### src/rtl/psc_pkg.sv
package psc_pkg;
  localparam int DW         = 8;
  localparam int AW         = 8;
  localparam int CTRL_ADDR  = 0;
  localparam int DRV_ADDR   = 2;
  localparam int STAT_ADDR  = 4;
  localparam int PSON_BIT   = 7;
  localparam int STOP_BIT   = 6;
  localparam int SLEEP_BIT  = 5;
  localparam int LSTD_BIT   = 4;
  localparam int HSTD_BIT   = 3;
  localparam int VSD_BIT    = 2;
  localparam logic [DW-1:0] CMD_FIELD = 8'hFC;
  localparam logic [DW-1:0] WO_MASK   = (8'h1 << STOP_BIT) | (8'h1 << SLEEP_BIT);

  // True when every bit in 7..2 other than the command bit itself is 0
  function automatic logic cmd_clean(input logic [DW-1:0] d, input int keep);
    logic [DW-1:0] m;
    m = CMD_FIELD & ~(8'h1 << keep);
    return (d & m) == '0;
  endfunction

  // Next flag value: set wins over clear
  function automatic logic flag_next(input logic cur, input logic set, input logic clr);
    return set | (cur & ~clr);
  endfunction
endpackage

### src/rtl/psc_ctrl_reg.sv
module psc_ctrl_reg
  import psc_pkg::*;
(
  input  logic          clk,
  input  logic          rst_n,
  input  logic          wr_ctrl,
  input  logic [DW-1:0] wdata,
  input  logic          cpu_irq,
  output logic [DW-1:0] ctrl_q,
  output logic [DW-1:0] ctrl_nxt,
  output logic          stop_req,
  output logic          sleep_req
);
  logic stop_ok, sleep_ok;

  assign ctrl_nxt = wr_ctrl ? (wdata & ~WO_MASK) : ctrl_q;
  assign stop_ok  = wr_ctrl & wdata[STOP_BIT]  & cmd_clean(wdata, STOP_BIT)  & ~cpu_irq;
  assign sleep_ok = wr_ctrl & wdata[SLEEP_BIT] & cmd_clean(wdata, SLEEP_BIT) & ~cpu_irq;

  always_ff @(posedge clk or negedge rst_n) begin
    if (!rst_n) begin
      ctrl_q    <= '0;
      stop_req  <= 1'b0;
      sleep_req <= 1'b0;
    end else begin
      ctrl_q    <= ctrl_nxt;
      stop_req  <= stop_ok;
      sleep_req <= sleep_ok;
    end
  end

  assert_stop_pulse_R12: assert property (@(posedge clk) disable iff (!rst_n)
    stop_req |=> !stop_req);
  assert_sleep_pulse_R12: assert property (@(posedge clk) disable iff (!rst_n)
    sleep_req |=> !sleep_req);
  assert_dirty_stop_R12: assert property (@(posedge clk) disable iff (!rst_n)
    (wr_ctrl && wdata[STOP_BIT] && wdata[PSON_BIT]) |=> !stop_req);
  assert_irq_cancel_R13: assert property (@(posedge clk) disable iff (!rst_n)
    cpu_irq |=> (!stop_req && !sleep_req));
  assert_wo_zero_R2: assert property (@(posedge clk) disable iff (!rst_n)
    ctrl_q[STOP_BIT] == 1'b0 && ctrl_q[SLEEP_BIT] == 1'b0);
endmodule

### src/rtl/psc_fault_flags.sv
module psc_fault_flags
  import psc_pkg::*;
#(
  parameter int NF = 4
) (
  input  logic          clk,
  input  logic          rst_n,
  input  logic [NF-1:0] fault,
  input  logic [NF-1:0] clr,
  output logic [NF-1:0] flag_q,
  output logic [NF-1:0] flag_nxt
);
  for (genvar i = 0; i < NF; i++) begin : g_flag
    assign flag_nxt[i] = flag_next(flag_q[i], fault[i], clr[i]);

    always_ff @(posedge clk or negedge rst_n) begin
      if (!rst_n) flag_q[i] <= 1'b0;
      else        flag_q[i] <= flag_nxt[i];
    end

    assert_set_R4: assert property (@(posedge clk) disable iff (!rst_n)
      fault[i] |=> flag_q[i]);
    assert_clear_R5: assert property (@(posedge clk) disable iff (!rst_n)
      (clr[i] && !fault[i]) |=> !flag_q[i]);
    assert_hold_R5: assert property (@(posedge clk) disable iff (!rst_n)
      (flag_q[i] && !clr[i]) |=> flag_q[i]);
  end
endmodule

### src/rtl/psc_out_stage.sv
module psc_out_stage #(
  parameter int NUM_HS = 3
) (
  input  logic              clk,
  input  logic              rst_n,
  input  logic              pson,
  input  logic              hs_tdis,
  input  logic              ls_tdis,
  input  logic              v_tdis,
  input  logic              temp_irq,
  input  logic              volt_irq,
  input  logic [NUM_HS-1:0] hs_on,
  input  logic [NUM_HS-1:0] hs_pwm_sel,
  input  logic              pwm_in,
  input  logic [NUM_HS-1:0] hs_fault,
  input  logic              aux_fault,
  output logic [NUM_HS-1:0] hs_en,
  output logic              aux_en,
  output logic              hb_hi_allow,
  output logic              hb_lo_allow,
  output logic              xmit_allow
);
  logic base_ok, hi_kill, lo_kill;
  logic [NUM_HS-1:0] hs_drive, hs_nxt;

  assign base_ok = pson & ~(volt_irq & ~v_tdis);
  assign hi_kill = temp_irq & ~hs_tdis;
  assign lo_kill = temp_irq & ~ls_tdis;

  for (genvar i = 0; i < NUM_HS; i++) begin : g_hs
    assign hs_drive[i] = hs_pwm_sel[i] ? pwm_in : hs_on[i];
    assign hs_nxt[i]   = base_ok & ~hi_kill & ~hs_fault[i] & hs_drive[i];
  end

  always_ff @(posedge clk or negedge rst_n) begin
    if (!rst_n) begin
      hs_en       <= '0;
      aux_en      <= 1'b0;
      hb_hi_allow <= 1'b0;
      hb_lo_allow <= 1'b0;
      xmit_allow  <= 1'b0;
    end else begin
      hs_en       <= hs_nxt;
      aux_en      <= base_ok & ~aux_fault;
      hb_hi_allow <= base_ok & ~hi_kill;
      hb_lo_allow <= base_ok & ~lo_kill;
      xmit_allow  <= base_ok;
    end
  end

  assert_pson_gate_R7: assert property (@(posedge clk) disable iff (!rst_n)
    !pson |=> (hs_en == '0 && !aux_en && !hb_hi_allow && !hb_lo_allow && !xmit_allow));
  assert_volt_kill_R11: assert property (@(posedge clk) disable iff (!rst_n)
    (volt_irq && !v_tdis) |=> (hs_en == '0 && !aux_en && !hb_hi_allow && !hb_lo_allow && !xmit_allow));
  assert_hi_therm_R9: assert property (@(posedge clk) disable iff (!rst_n)
    (temp_irq && !hs_tdis) |=> (hs_en == '0 && !hb_hi_allow));
  assert_lo_therm_R10: assert property (@(posedge clk) disable iff (!rst_n)
    (temp_irq && !ls_tdis) |=> !hb_lo_allow);
  assert_fault_off_R4: assert property (@(posedge clk) disable iff (!rst_n)
    aux_fault |=> !aux_en);
endmodule

### src/rtl/psc_regs.sv
module psc_regs
  import psc_pkg::*;
#(
  parameter int NUM_HS = 3
) (
  input  logic              clk,
  input  logic              rst_n,
  input  logic              bus_wr,
  input  logic [AW-1:0]     bus_addr,
  input  logic [DW-1:0]     bus_wdata,
  output logic [DW-1:0]     bus_rdata,
  input  logic [NUM_HS-1:0] hs_oc,
  input  logic              aux_oc,
  input  logic              pwm_in,
  input  logic              temp_irq,
  input  logic              volt_irq,
  input  logic              cpu_irq,
  output logic [NUM_HS-1:0] hs_en,
  output logic              aux_en,
  output logic              hb_hi_allow,
  output logic              hb_lo_allow,
  output logic              xmit_allow,
  output logic              stop_req,
  output logic              sleep_req,
  output logic [1:0]        sel_bits
);
  localparam int NF      = NUM_HS + 1;
  localparam int PWM_LSB = 4;

  logic wr_ctrl, wr_drv, wr_stat;
  logic [DW-1:0] ctrl_q, ctrl_nxt;
  logic [NUM_HS-1:0] on_q, pwm_q, on_nxt, pwm_nxt;
  logic [NF-1:0] flt_in, flt_clr, flt_q, flt_nxt;

  assign wr_ctrl = bus_wr && (bus_addr == AW'(CTRL_ADDR));
  assign wr_drv  = bus_wr && (bus_addr == AW'(DRV_ADDR));
  assign wr_stat = bus_wr && (bus_addr == AW'(STAT_ADDR));

  psc_ctrl_reg u_ctrl (
    .clk      (clk),
    .rst_n    (rst_n),
    .wr_ctrl  (wr_ctrl),
    .wdata    (bus_wdata),
    .cpu_irq  (cpu_irq),
    .ctrl_q   (ctrl_q),
    .ctrl_nxt (ctrl_nxt),
    .stop_req (stop_req),
    .sleep_req(sleep_req)
  );

  assign on_nxt  = wr_drv ? bus_wdata[NUM_HS-1:0] : on_q;
  assign pwm_nxt = wr_drv ? bus_wdata[PWM_LSB +: NUM_HS] : pwm_q;

  always_ff @(posedge clk or negedge rst_n) begin
    if (!rst_n) begin
      on_q  <= '0;
      pwm_q <= '0;
    end else begin
      on_q  <= on_nxt;
      pwm_q <= pwm_nxt;
    end
  end

  assign flt_in  = {aux_oc, hs_oc};
  assign flt_clr = wr_stat ? {bus_wdata[DW-1], bus_wdata[NUM_HS-1:0]} : '0;

  psc_fault_flags #(.NF(NF)) u_flags (
    .clk     (clk),
    .rst_n   (rst_n),
    .fault   (flt_in),
    .clr     (flt_clr),
    .flag_q  (flt_q),
    .flag_nxt(flt_nxt)
  );

  psc_out_stage #(.NUM_HS(NUM_HS)) u_out (
    .clk        (clk),
    .rst_n      (rst_n),
    .pson       (ctrl_nxt[PSON_BIT]),
    .hs_tdis    (ctrl_nxt[HSTD_BIT]),
    .ls_tdis    (ctrl_nxt[LSTD_BIT]),
    .v_tdis     (ctrl_nxt[VSD_BIT]),
    .temp_irq   (temp_irq),
    .volt_irq   (volt_irq),
    .hs_on      (on_nxt),
    .hs_pwm_sel (pwm_nxt),
    .pwm_in     (pwm_in),
    .hs_fault   (flt_nxt[NUM_HS-1:0]),
    .aux_fault  (flt_nxt[NUM_HS]),
    .hs_en      (hs_en),
    .aux_en     (aux_en),
    .hb_hi_allow(hb_hi_allow),
    .hb_lo_allow(hb_lo_allow),
    .xmit_allow (xmit_allow)
  );

  assign sel_bits = ctrl_q[1:0];

  always_comb begin
    bus_rdata = '0;
    if (bus_addr == AW'(CTRL_ADDR)) begin
      bus_rdata = ctrl_q;
    end else if (bus_addr == AW'(DRV_ADDR)) begin
      bus_rdata[NUM_HS-1:0]        = on_q;
      bus_rdata[PWM_LSB +: NUM_HS] = pwm_q;
    end else if (bus_addr == AW'(STAT_ADDR)) begin
      bus_rdata[NUM_HS-1:0] = flt_q[NUM_HS-1:0];
      bus_rdata[DW-1]       = flt_q[NUM_HS];
    end
  end

  assert_set_wins_R6: assert property (@(posedge clk) disable iff (!rst_n)
    (wr_stat && bus_wdata[0] && hs_oc[0]) |=> flt_q[0]);
  assert_stat_gap_R4: assert property (@(posedge clk) disable iff (!rst_n)
    (bus_addr == AW'(STAT_ADDR)) |-> (bus_rdata[6:3] == 4'b0));
  assert_ctrl_wo_R2: assert property (@(posedge clk) disable iff (!rst_n)
    (bus_addr == AW'(CTRL_ADDR)) |-> (bus_rdata[6:5] == 2'b0));
endmodule

### config.mk
export PLATFORM = sky130hd
export DESIGN_NAME = psc_regs
export DESIGN_NICKNAME = d
export VERILOG_FILES = /design/src/rtl/psc_pkg.sv /design/src/rtl/psc_ctrl_reg.sv /design/src/rtl/psc_fault_flags.sv /design/src/rtl/psc_out_stage.sv /design/src/rtl/psc_regs.sv
export SDC_FILE = /design/constraint.sdc
export NUM_CORES = 1
export LEC_CHECK = 0
export BUFFER_PORTS_ARGS = -buffer_cell sky130_fd_sc_hd__buf_2
export CAP_MARGIN = 15
export CORE_ASPECT_RATIO = 0.75
export CORE_MARGIN = 10
export CORE_UTILIZATION = 52
export CTS_CLUSTER_SIZE = 14
export DETAILED_ROUTE_END_ITERATION = 6
export PLACE_DENSITY = 0.89
export SYNTH_ARGS = -nofsm -noshare
export SYNTH_HDL_FRONTEND = slang
export SYNTH_SLANG_ARGS = --single-unit
### constraint.sdc
create_clock -name clk -period 2.6 [get_ports clk]
set_clock_uncertainty 0.05 [all_clocks]
set_input_delay 0.13 -clock clk [delete_from_list [all_inputs] [get_ports clk]]
set_output_delay 0.13 -clock clk [all_outputs]
set_load 0.005 [all_outputs]
Word-level counts from Yosys, hierarchy flattened
Cells that the tools add are included.

Eq/ne operators: 2. Muxes and demuxes: 15. Bitwise gates (word level): 42. Reductions and logical operators: 6.

Operator list (count): $logic_not A8 Y1 (3); $and A1 B1 Y1 (23); $mux W3 (6); $not A1 Y1 (15); $eq A8 B2 Y1 const B (1); $eq A8 B3 Y1 const B (1); $mux W4 (2); $mux W8 (1); $mux W1 (6); $or A1 B1 Y1 (4); $logic_and A1 B1 Y1 (3).

Register bits after elaboration: 25. Input port bits: 27. Output and inout port bits: 19. Logic and storage cells: 80.

Depth between registers and ports, before layout
Gate-level depths: netlist (run 1).

Depth in word-level cells: 10. Depth in mapped cells: 5. Depth with buffers taken out: 4.

Hierarchy
Synthesis (run 1) repeated with hierarchy kept, for this count alone.

Cells, all modules: 105. Area total of the unflattened synthesis: 1273.7 µm².

By module, submodules not included: psc_regs (times used 1, cells each 48, area an instance 466.7 µm²); psc_ctrl_reg (times used 1, cells each 23, area an instance 394.1 µm²); psc_out_stage (times used 1, cells each 22, area an instance 267.8 µm²); psc_fault_flags (times used 1, cells each 12, area an instance 145.1 µm²).

Worst setup path before layout (run 1)
OpenSTA, ideal clock, no wires.

Path kind: input -> register. Start point: input bus_addr[5]. End point: register u_out.hs_en[1]. Data arrival time: 1.515 ns. Data required time: 2.439 ns. Path slack: 0.923 ns. Stages on the path: 5. Cell sequence: or4_4 > buf_6 > o41ai_2 > o311ai_0 > a2111oi_2.

Word-level cells in the longest chain between the ends: 10.

Ends and longest elaborated chain: start, declared (line psc_regs.sv:9) `input logic [AW-1:0] bus_addr,`; $logic_not A8 Y1 (line psc_regs.sv:35) `assign wr_ctrl = bus_wr && (bus_addr == AW'(CTRL_ADDR));`; $logic_and A1 B1 Y1 (line psc_regs.sv:35); $mux W8 (line psc_ctrl_reg.sv:16) `assign ctrl_nxt = wr_ctrl ? (wdata & ~WO_MASK) : ctrl_q;`; $not A1 Y1 (line psc_out_stage.sv:26) `assign base_ok = pson & ~(volt_irq & ~v_tdis);`; $and A1 B1 Y1 (line psc_out_stage.sv:26); $not A1 Y1 (line psc_out_stage.sv:26); $and A1 B1 Y1 (line psc_out_stage.sv:26); $and A1 B1 Y1 (2 in series) (line psc_out_stage.sv:32) `assign hs_nxt[i] = base_ok & ~hi_kill & ~hs_fault[i] & hs_drive[i];`; $and A1 B1 Y1 * (line psc_out_stage.sv:32); named net u_out.hs_nxt[1] (line psc_out_stage.sv:24) `logic [NUM_HS-1:0] hs_drive, hs_nxt;`; end signal, assigned (line psc_out_stage.sv:43) `hs_en <= hs_nxt;`; end, declared (line psc_out_stage.sv:17) `output logic [NUM_HS-1:0] hs_en,`.

The timed path passes the listed nets; every way through them passes the cells marked *. A chain may end at the register's enable or synchronous reset.

Worst setup path in the final report (run 1)
Start point: input bus_addr[0]. End point: output bus_rdata[2].

Word-level cells in the longest chain between the ends: 4.

Ends and longest elaborated chain: $eq A8 B3 Y1 (line psc_regs.sv:106) `end else if (bus_addr == AW'(STAT_ADDR)) begin`; $mux W3 (line psc_regs.sv:106); $mux W3 (line psc_regs.sv:103) `end else if (bus_addr == AW'(DRV_ADDR)) begin`; $mux W3 * (line psc_regs.sv:101) `if (bus_addr == AW'(CTRL_ADDR)) begin`; end, declared (line psc_regs.sv:11) `output logic [DW-1:0] bus_rdata,`.

Mark *: on every way between the ends. The rest lies on a longest branch, timed or not.

==> results of run 1 <==
-- critical path: cells and delay by family --
family	cells	cell delay (ns)
AOI/OAI and AO/OA	1	0.14
buffers and inverters	2	0.23
and+or+nand+nor	3	1.03
-- cell type report --
| cell class | instances | area [um^2] | share of cell area |
|---|---|---|---|
| Timing Repair Buffer | 52 | 290.3 | 0.1776 |
| Inverter | 8 | 30.03 | 0.01838 |
| Clock inverter | 1 | 7.507 | 0.004594 |
| Sequential cell | 25 | 625.6 | 0.3828 |
| Clock buffer | 3 | 22.52 | 0.01378 |
| Tap cell | 34 | 42.54 | 0.02603 |
| Multi-Input combinational cell | 80 | 615.6 | 0.3767 |
-- worst min path at each step --
stage                                       end  slack (ns)
floorplan                     on_q[0]$_DFF_PN0_       -0.22
global placement      u_ctrl.stop_req$_DFF_PN0_        0.08
detailed placement    u_ctrl.stop_req$_DFF_PN0_         0.1
CTS                 u_out.hb_hi_allow$_DFF_PN0_       0.008
global route             u_out.aux_en$_DFF_PN0_        0.02
finish                   u_out.aux_en$_DFF_PN0_        0.03
-- logic make-up after synthesis --
group,count (synthesis)
DFF,25
and+or+nand+nor,44
buffers and inverters,13
muxes,10
AOI/OAI and AO/OA,26
-- cell usage after synthesis (all sizes together) --
library cell and count:
o21ba 1, a21o 1, nand4 6, or4 2, o31ai 3, nor3 2, or2 3, a22oi 3
nor2 5, a22o 2, o311ai 3, mux2i 1, nor3b 2, o41ai 3, inv 8, nand2b 3
a2111oi 3, nor4 2, dfrtp 25, nand2 10, nor4b 1, or3 1, and2 1, a21oi 4
buf 3, clkbuf 2, nand3 1, mux2 9, o21ai 2, or4b 2, a211oi 1, and3 3
-- through the flow --
stage | hold WS [ns] | util | power (uW)
2_1_floorplan | -0.2156 | - | 442.6
3_3_place_gp | 0.08414 | 0.6624 | 484.3
3_5_place_dp | 0.09613 | 0.6624 | 487.1
4_1_cts | 0.008063 | 0.6923 | 662.0
5_1_grt | 0.02242 | 0.6965 | 693.7
6_report | 0.02558 | 0.6965 | 663.3
-- power breakdown --
part | internal (uW) | leakage, uW | total, uW | switching (uW)
clock network | 58.9 | 0.0000139 | 178 | 119
logic | 35.2 | 0.000485 | 79.6 | 44.4
registers | 399 | 0.000326 | 406 | 7.44
-- cell usage in the layout (no fill, tap or decap), types with 2 or more instances in the layout --
cell type / netlist / final
nor3b_1: 2 / 2
and3_1: 3 / 3
mux2_2: 8 / 8
nand2b_1: 3 / 3
nand4_1: 6 / 6
a2111oi_2: 3 / 3
or2_2: 3 / 3
dlygate4sd3_1: 0 / 5
nor2_1: 5 / 5
buf_2: 0 / 45
a21oi_1: 4 / 4
buf_4: 2 / 2
dfrtp_1: 25 / 25
o41ai_2: 3 / 3
or4b_1: 2 / 2
o311ai_0: 2 / 2
o21ai_0: 2 / 2
a22o_1: 2 / 2
a22oi_1: 3 / 3
o31ai_1: 3 / 3
nand2_1: 10 / 10
clkbuf_4: 0 / 3
nor4_1: 2 / 2
inv_1: 8 / 8
-- layer usage --
metal,share of wire,vias up,global-route usage
li1,-,546,-
met1,0.44,540,0.1630
met2,0.47,46,0.2190
met3,0.090,6,0.05949
met4,0.0071,0,0.03409
met5,0,-,0
-- state kept, by name, summed over array words and instances, names as in the netlist --
register / cells
u_out.xmit_allow: 1
u_out.hb_hi_allow: 1
u_flags.flag_q: 4
u_ctrl.stop_req: 1
u_out.hs_en: 3
u_ctrl.sleep_req: 1
u_out.aux_en: 1
pwm_q: 3
on_q: 3
u_ctrl.ctrl_q: 6
u_out.hb_lo_allow: 1
==> results_dict.tcl, run 1 <==
set metrics [dict create \
    design_area_mm2 0.001634 \
    overflow 0 \
    die_w_um 77.85 \
    cp-end-kind "output pin" \
    drv_slew 0 \
    setup_viol 0 \
    hold_path_depth 3 \
    crit_required_ns 2.42 \
    yosys.area_share.simple 0.2013 \
    post-cts-setup-buffers 0 \
    clk_pin_slew_ns 0.14 \
    ys_types 37 \
    grt_max_degree 26 \
    max_stage_delay_ns 0.63 \
    path_common_cell "buf_2" \
    cp_max_fo 5 \
    cts_tree "done" \
    dr.pass1.iters 4 \
    root_buffer "clkbuf_4" \
    place_hpwl_um 2657 \
    numCtsBuffers 3 \
    rr_startpoint "u_flags.flag_q[2]$_DFF_PN0_" \
    path_cells "buf_2 > or4b_1 > nor2_1 > a22oi_1 > nand2_1 > buf_2" \
    synth.cell_area_mm2 0.001305 \
    synth.top_cells.by_area "dfrtp_1 48%, mux2_2 6.9%, o41ai_2 3.7%" \
    fin_nets 197 \
    synth_fa_ha_area_frac 0 \
    hold_class "input pin to flip-flop" \
    postRouteAntennaNets 0 \
    wirelength_um 3385 \
    yosys.area.top_type "dfrtp_1" \
    die-area_mm2 0.004934 \
    fp-row-count 15 \
    yosysSeqAreaShare 0.4794 \
    cp-startpoint "bus_addr[0]" \
    cts.sinks 25 \
    antenna_found_initial 0 \
    finalSetupTns_ns 0 \
    slowest_stage "or4b_1" \
    timing.final.crit_period_ns 1.717 \
    fillers 173 \
    antennaDiodeCount 0 \
    insertion_delay_ns 0.33 \
    synth_top_family_by_area "simple AND/OR/NAND/NOR gates" \
    grt_pass1_vias 1152 \
    period_share 0.6602 \
    postSynthCellCount 118 \
    dpl_worst_slack_ns 0.5932 \
    synth_seq_cells 25 \
    coreArea_mm2 0.002346 \
    die_height_um 63.39 \
    leakage_uw 0.0008248 \
    io_pins 46 \
    max-vdd-ir-drop_mv 0.2887 \
    vias_per_cell 5.606 \
    syn_avg_cell_area_um2 11.06 \
    initial_utilization 0.5563 \
    vias 1138 \
    htreeDepth 1 \
    max-cap-violations 0 \
    yosys.area_share.xor_xnor 0 \
    power_density_mw_per_mm2 405.9 \
    dp.cells 194 \
    wire_per_inst_um 16.67 \
    worst_pin_slew_ns 0.5362 \
    place.gp.congestion 0.9045 \
    post_dp_cell_area_mm2 0.001554 \
    outcome "finished clean" \
    maxSlewHeadroom 0.6323 \
    cts_resized 0 \
    grt_usage 0.1366 \
    hold_violations 0 \
    finalNonFillerCells 203 \
    crit_type "input pin to output pin" \
    rrSetupSlack_ns 1.17 \
    netlist.area_leader.share 0.4794 \
    drc 0 \
    syn-num-nets 145 \
    drt_iter0_markers 78 \
    port_buffers 45 \
    start_kind "input pin" \
    r2r_end "u_out.hs_en[2]$_DFF_PN0_" \
    grt_pass1_wl_um 5561 \
    clock_path_buffers 2 \
    ys.warnings.count 0 \
    hold_start "bus_wdata[7]" \
    synthToLayoutAreaGrowth_pct 25.22 \
    rr_worst_depth 4 \
    crit_end "bus_rdata[2]" \
    synthMuxAreaShare 0.08821 \
    fmax_mhz 582.6 \
    synth-compound-area-share 0.1822 \
    drive_gt1_frac 0.4320 \
    hold_buffers 4 \
    cp.arrival_ns 1.54 \
    setup_slack_ns 0.8835 \
    grt_setup_unrepaired "false" \
]
(Power assumes the default switching activity.)
==> run 2, diff against run 1 <==
- CORE_UTILIZATION: 52 -> 49
- PLACE_DENSITY: 0.89 -> 0.85
- clock period: 2.6 -> 1.71 ns (I/O delays scaled with it)
==> run 2 against run 1 <==
Effect of this change: register-to-register slack got worse by 0.87 ns; worst hold slack got worse by 0.0035 ns; die area increased by 4.4%; first-iteration DRC count decreased by 22%; via count increased by 6.2%; combinational power increased by 68%.
==> results_dict.tcl, run 2 (synthesis results as in run 1) <==
set metrics [dict create \
    root_buffer "clkbuf_4" \
    switchingPower_uw 265.2 \
    seq_power_share 0.605 \
    grt_setup_unrepaired "false" \
    grt_pass1_wl_um 6003 \
    drv_slew 0 \
    leakage_uw 0.0008754 \
    worst_pin_slew_ns 0.5388 \
    io_pins 46 \
    hold_class "input pin to flip-flop" \
    numCtsBuffers 3 \
    max-vdd-ir-drop_mv 0.4938 \
    layout_commonest_cell "buf_2" \
    max_stage_delay_ns 0.65 \
    timing.final.crit_period_ns 1.661 \
    power_frac_comb 0.131 \
    fmax_mhz 602.1 \
    post_dp_cell_area_mm2 0.001609 \
    dp.cells 203 \
    wire_per_inst_um 17.57 \
    reg.largest.list "u_ctrl.ctrl_q: 6 flops, u_flags.flag_q: 4 flops" \
    wirelength_um 3778 \
    vias_per_cell 5.619 \
    place_hpwl_um 2983 \
    postRouteAntennaNets 0 \
    place.gp.congestion 0.9046 \
    drive_gt1_frac 0.4469 \
    fillers 217 \
    p_int_uw 755.7 \
    p_sw_frac 0.2598 \
    dr.pass1.iters 4 \
    setup_slack_ns 0.04927 \
    coreArea_mm2 0.002582 \
    port_buffers 45 \
    die_w_um 79.59 \
    grt_pass1_vias 1258 \
    power_uw 1021 \
    cp-end-kind "output pin" \
    multiInputGateArea_um2 615.6 \
    drc 0 \
    post-cts-setup-buffers 0 \
    finalNonFillerCells 215 \
    finalSetupTns_ns 0 \
    grt_max_degree 26 \
    clk_pin_slew_ns 0.13 \
    max-cap-violations 0 \
    cts.sinks 25 \
    fin_nets 207 \
    largest_reg_flops 6 \
    maxSlewHeadroom 0.6305 \
    hold_violations 0 \
    largest-register "u_ctrl.ctrl_q" \
    synthToLayoutAreaGrowth_pct 31.54 \
    period_share 0.9712 \
    die_height_um 64.70 \
    start_kind "input pin" \
    fp-row-count 16 \
    path_cells "buf_2 > or4b_1 > buf_4 > nor2_1 > buf_4 > a22oi_1 > nand2_1 > buf_2" \
    cts_tree "done" \
    crit_required_ns 1.57 \
    setup_viol 0 \
    p_clk_frac 0.264 \
    antennaDiodeCount 0 \
    htreeDepth 1 \
    insertion_delay_ns 0.33 \
    layout_common_cells "45 x buf_2, 25 x dfrtp_1, 10 x nand2_1" \
    clock_path_buffers 2 \
    die-area_mm2 0.005149 \
    cp.arrival_ns 1.53 \
    slowest_stage "or4b_1" \
    initial_utilization 0.5053 \
    outcome "finished clean" \
    antenna_found_initial 0 \
    drt_iter0_markers 61 \
    vias 1208 \
    crit_type "input pin to output pin" \
    dpl_worst_slack_ns -0.1650 \
    seq_area_um2 625.6 \
    design_area_mm2 0.001717 \
    overflow 0 \
    grt_usage 0.1440 \
    cp_max_fo 4 \
    power_density_mw_per_mm2 594.7 \
]
## run 2: final timing paths
kind	cells after the start	start	slack, ns	end
max in group asynchronous	2	rst_n	1.04	on_q[1]$_DFF_PN0_
worst min-delay path	2	bus_wdata[4]	0.02	u_ctrl.ctrl_q[4]$_DFF_PN0_
min in group asynchronous	2	rst_n	0.21	u_ctrl.sleep_req$_DFF_PN0_
worst max register to register	4	u_flags.flag_q[2]$_DFF_PN0_	0.30	u_out.hs_en[2]$_DFF_PN0_
worst max-delay path	8	bus_addr[1]	0.05	bus_rdata[2]
worst min register to register	1	u_flags.flag_q[3]$_DFF_PN0_	0.46	u_out.aux_en$_DFF_PN0_
## run 2: area by class of cell
class | instances | area share
sequential | 25 | 0.3644
multi-input combinational | 80 | 0.3586
timing repair buffer | 62 | 0.2172
tap | 36 | 0.02624
inverter | 8 | 0.01749
clock buffer | 3 | 0.01312
clock inverter | 1 | 0.002915
## run 2: metrics by stage
step                        util  hold slack (ns)
after floorplan                -          -0.2601
after global placement    0.6231          0.03975
after detailed placement  0.6231          0.05357
after CTS                 0.6647         0.009031
after global routing      0.6647          0.02578
final                     0.6647          0.02206
## run 2: layer usage
layer  vias up  track usage  wire (um)
li1        564            -          -
met1       568       0.1736       1623
met2        68       0.2298       1687
met3         8      0.06061        417
met4         0      0.04018         50
met5         -            0          0
## run 2: repair_timing
item | in CTS | in global routing
gates resized for setup | 0 | 0
endpoints found under the hold margin | 38 | 0
hold buffers | 8 | 0
## run 2: worst max-delay path, delay by kind of cell
kind	cells	cell delay [ns]
AND/OR/NAND/NOR	3	0.81
buffers and inverters	4	0.57
AO/OA/AOI/OAI	1	0.06
## run 2: power groups by stage
stage	clock network, uW	logic [uW]	registers (uW)
after floorplan	0	48.4	625
after global placement	0	115	628
after detailed placement	0	119	628
after CTS	275	133	617
after global routing	297	147	620
final	270	134	618
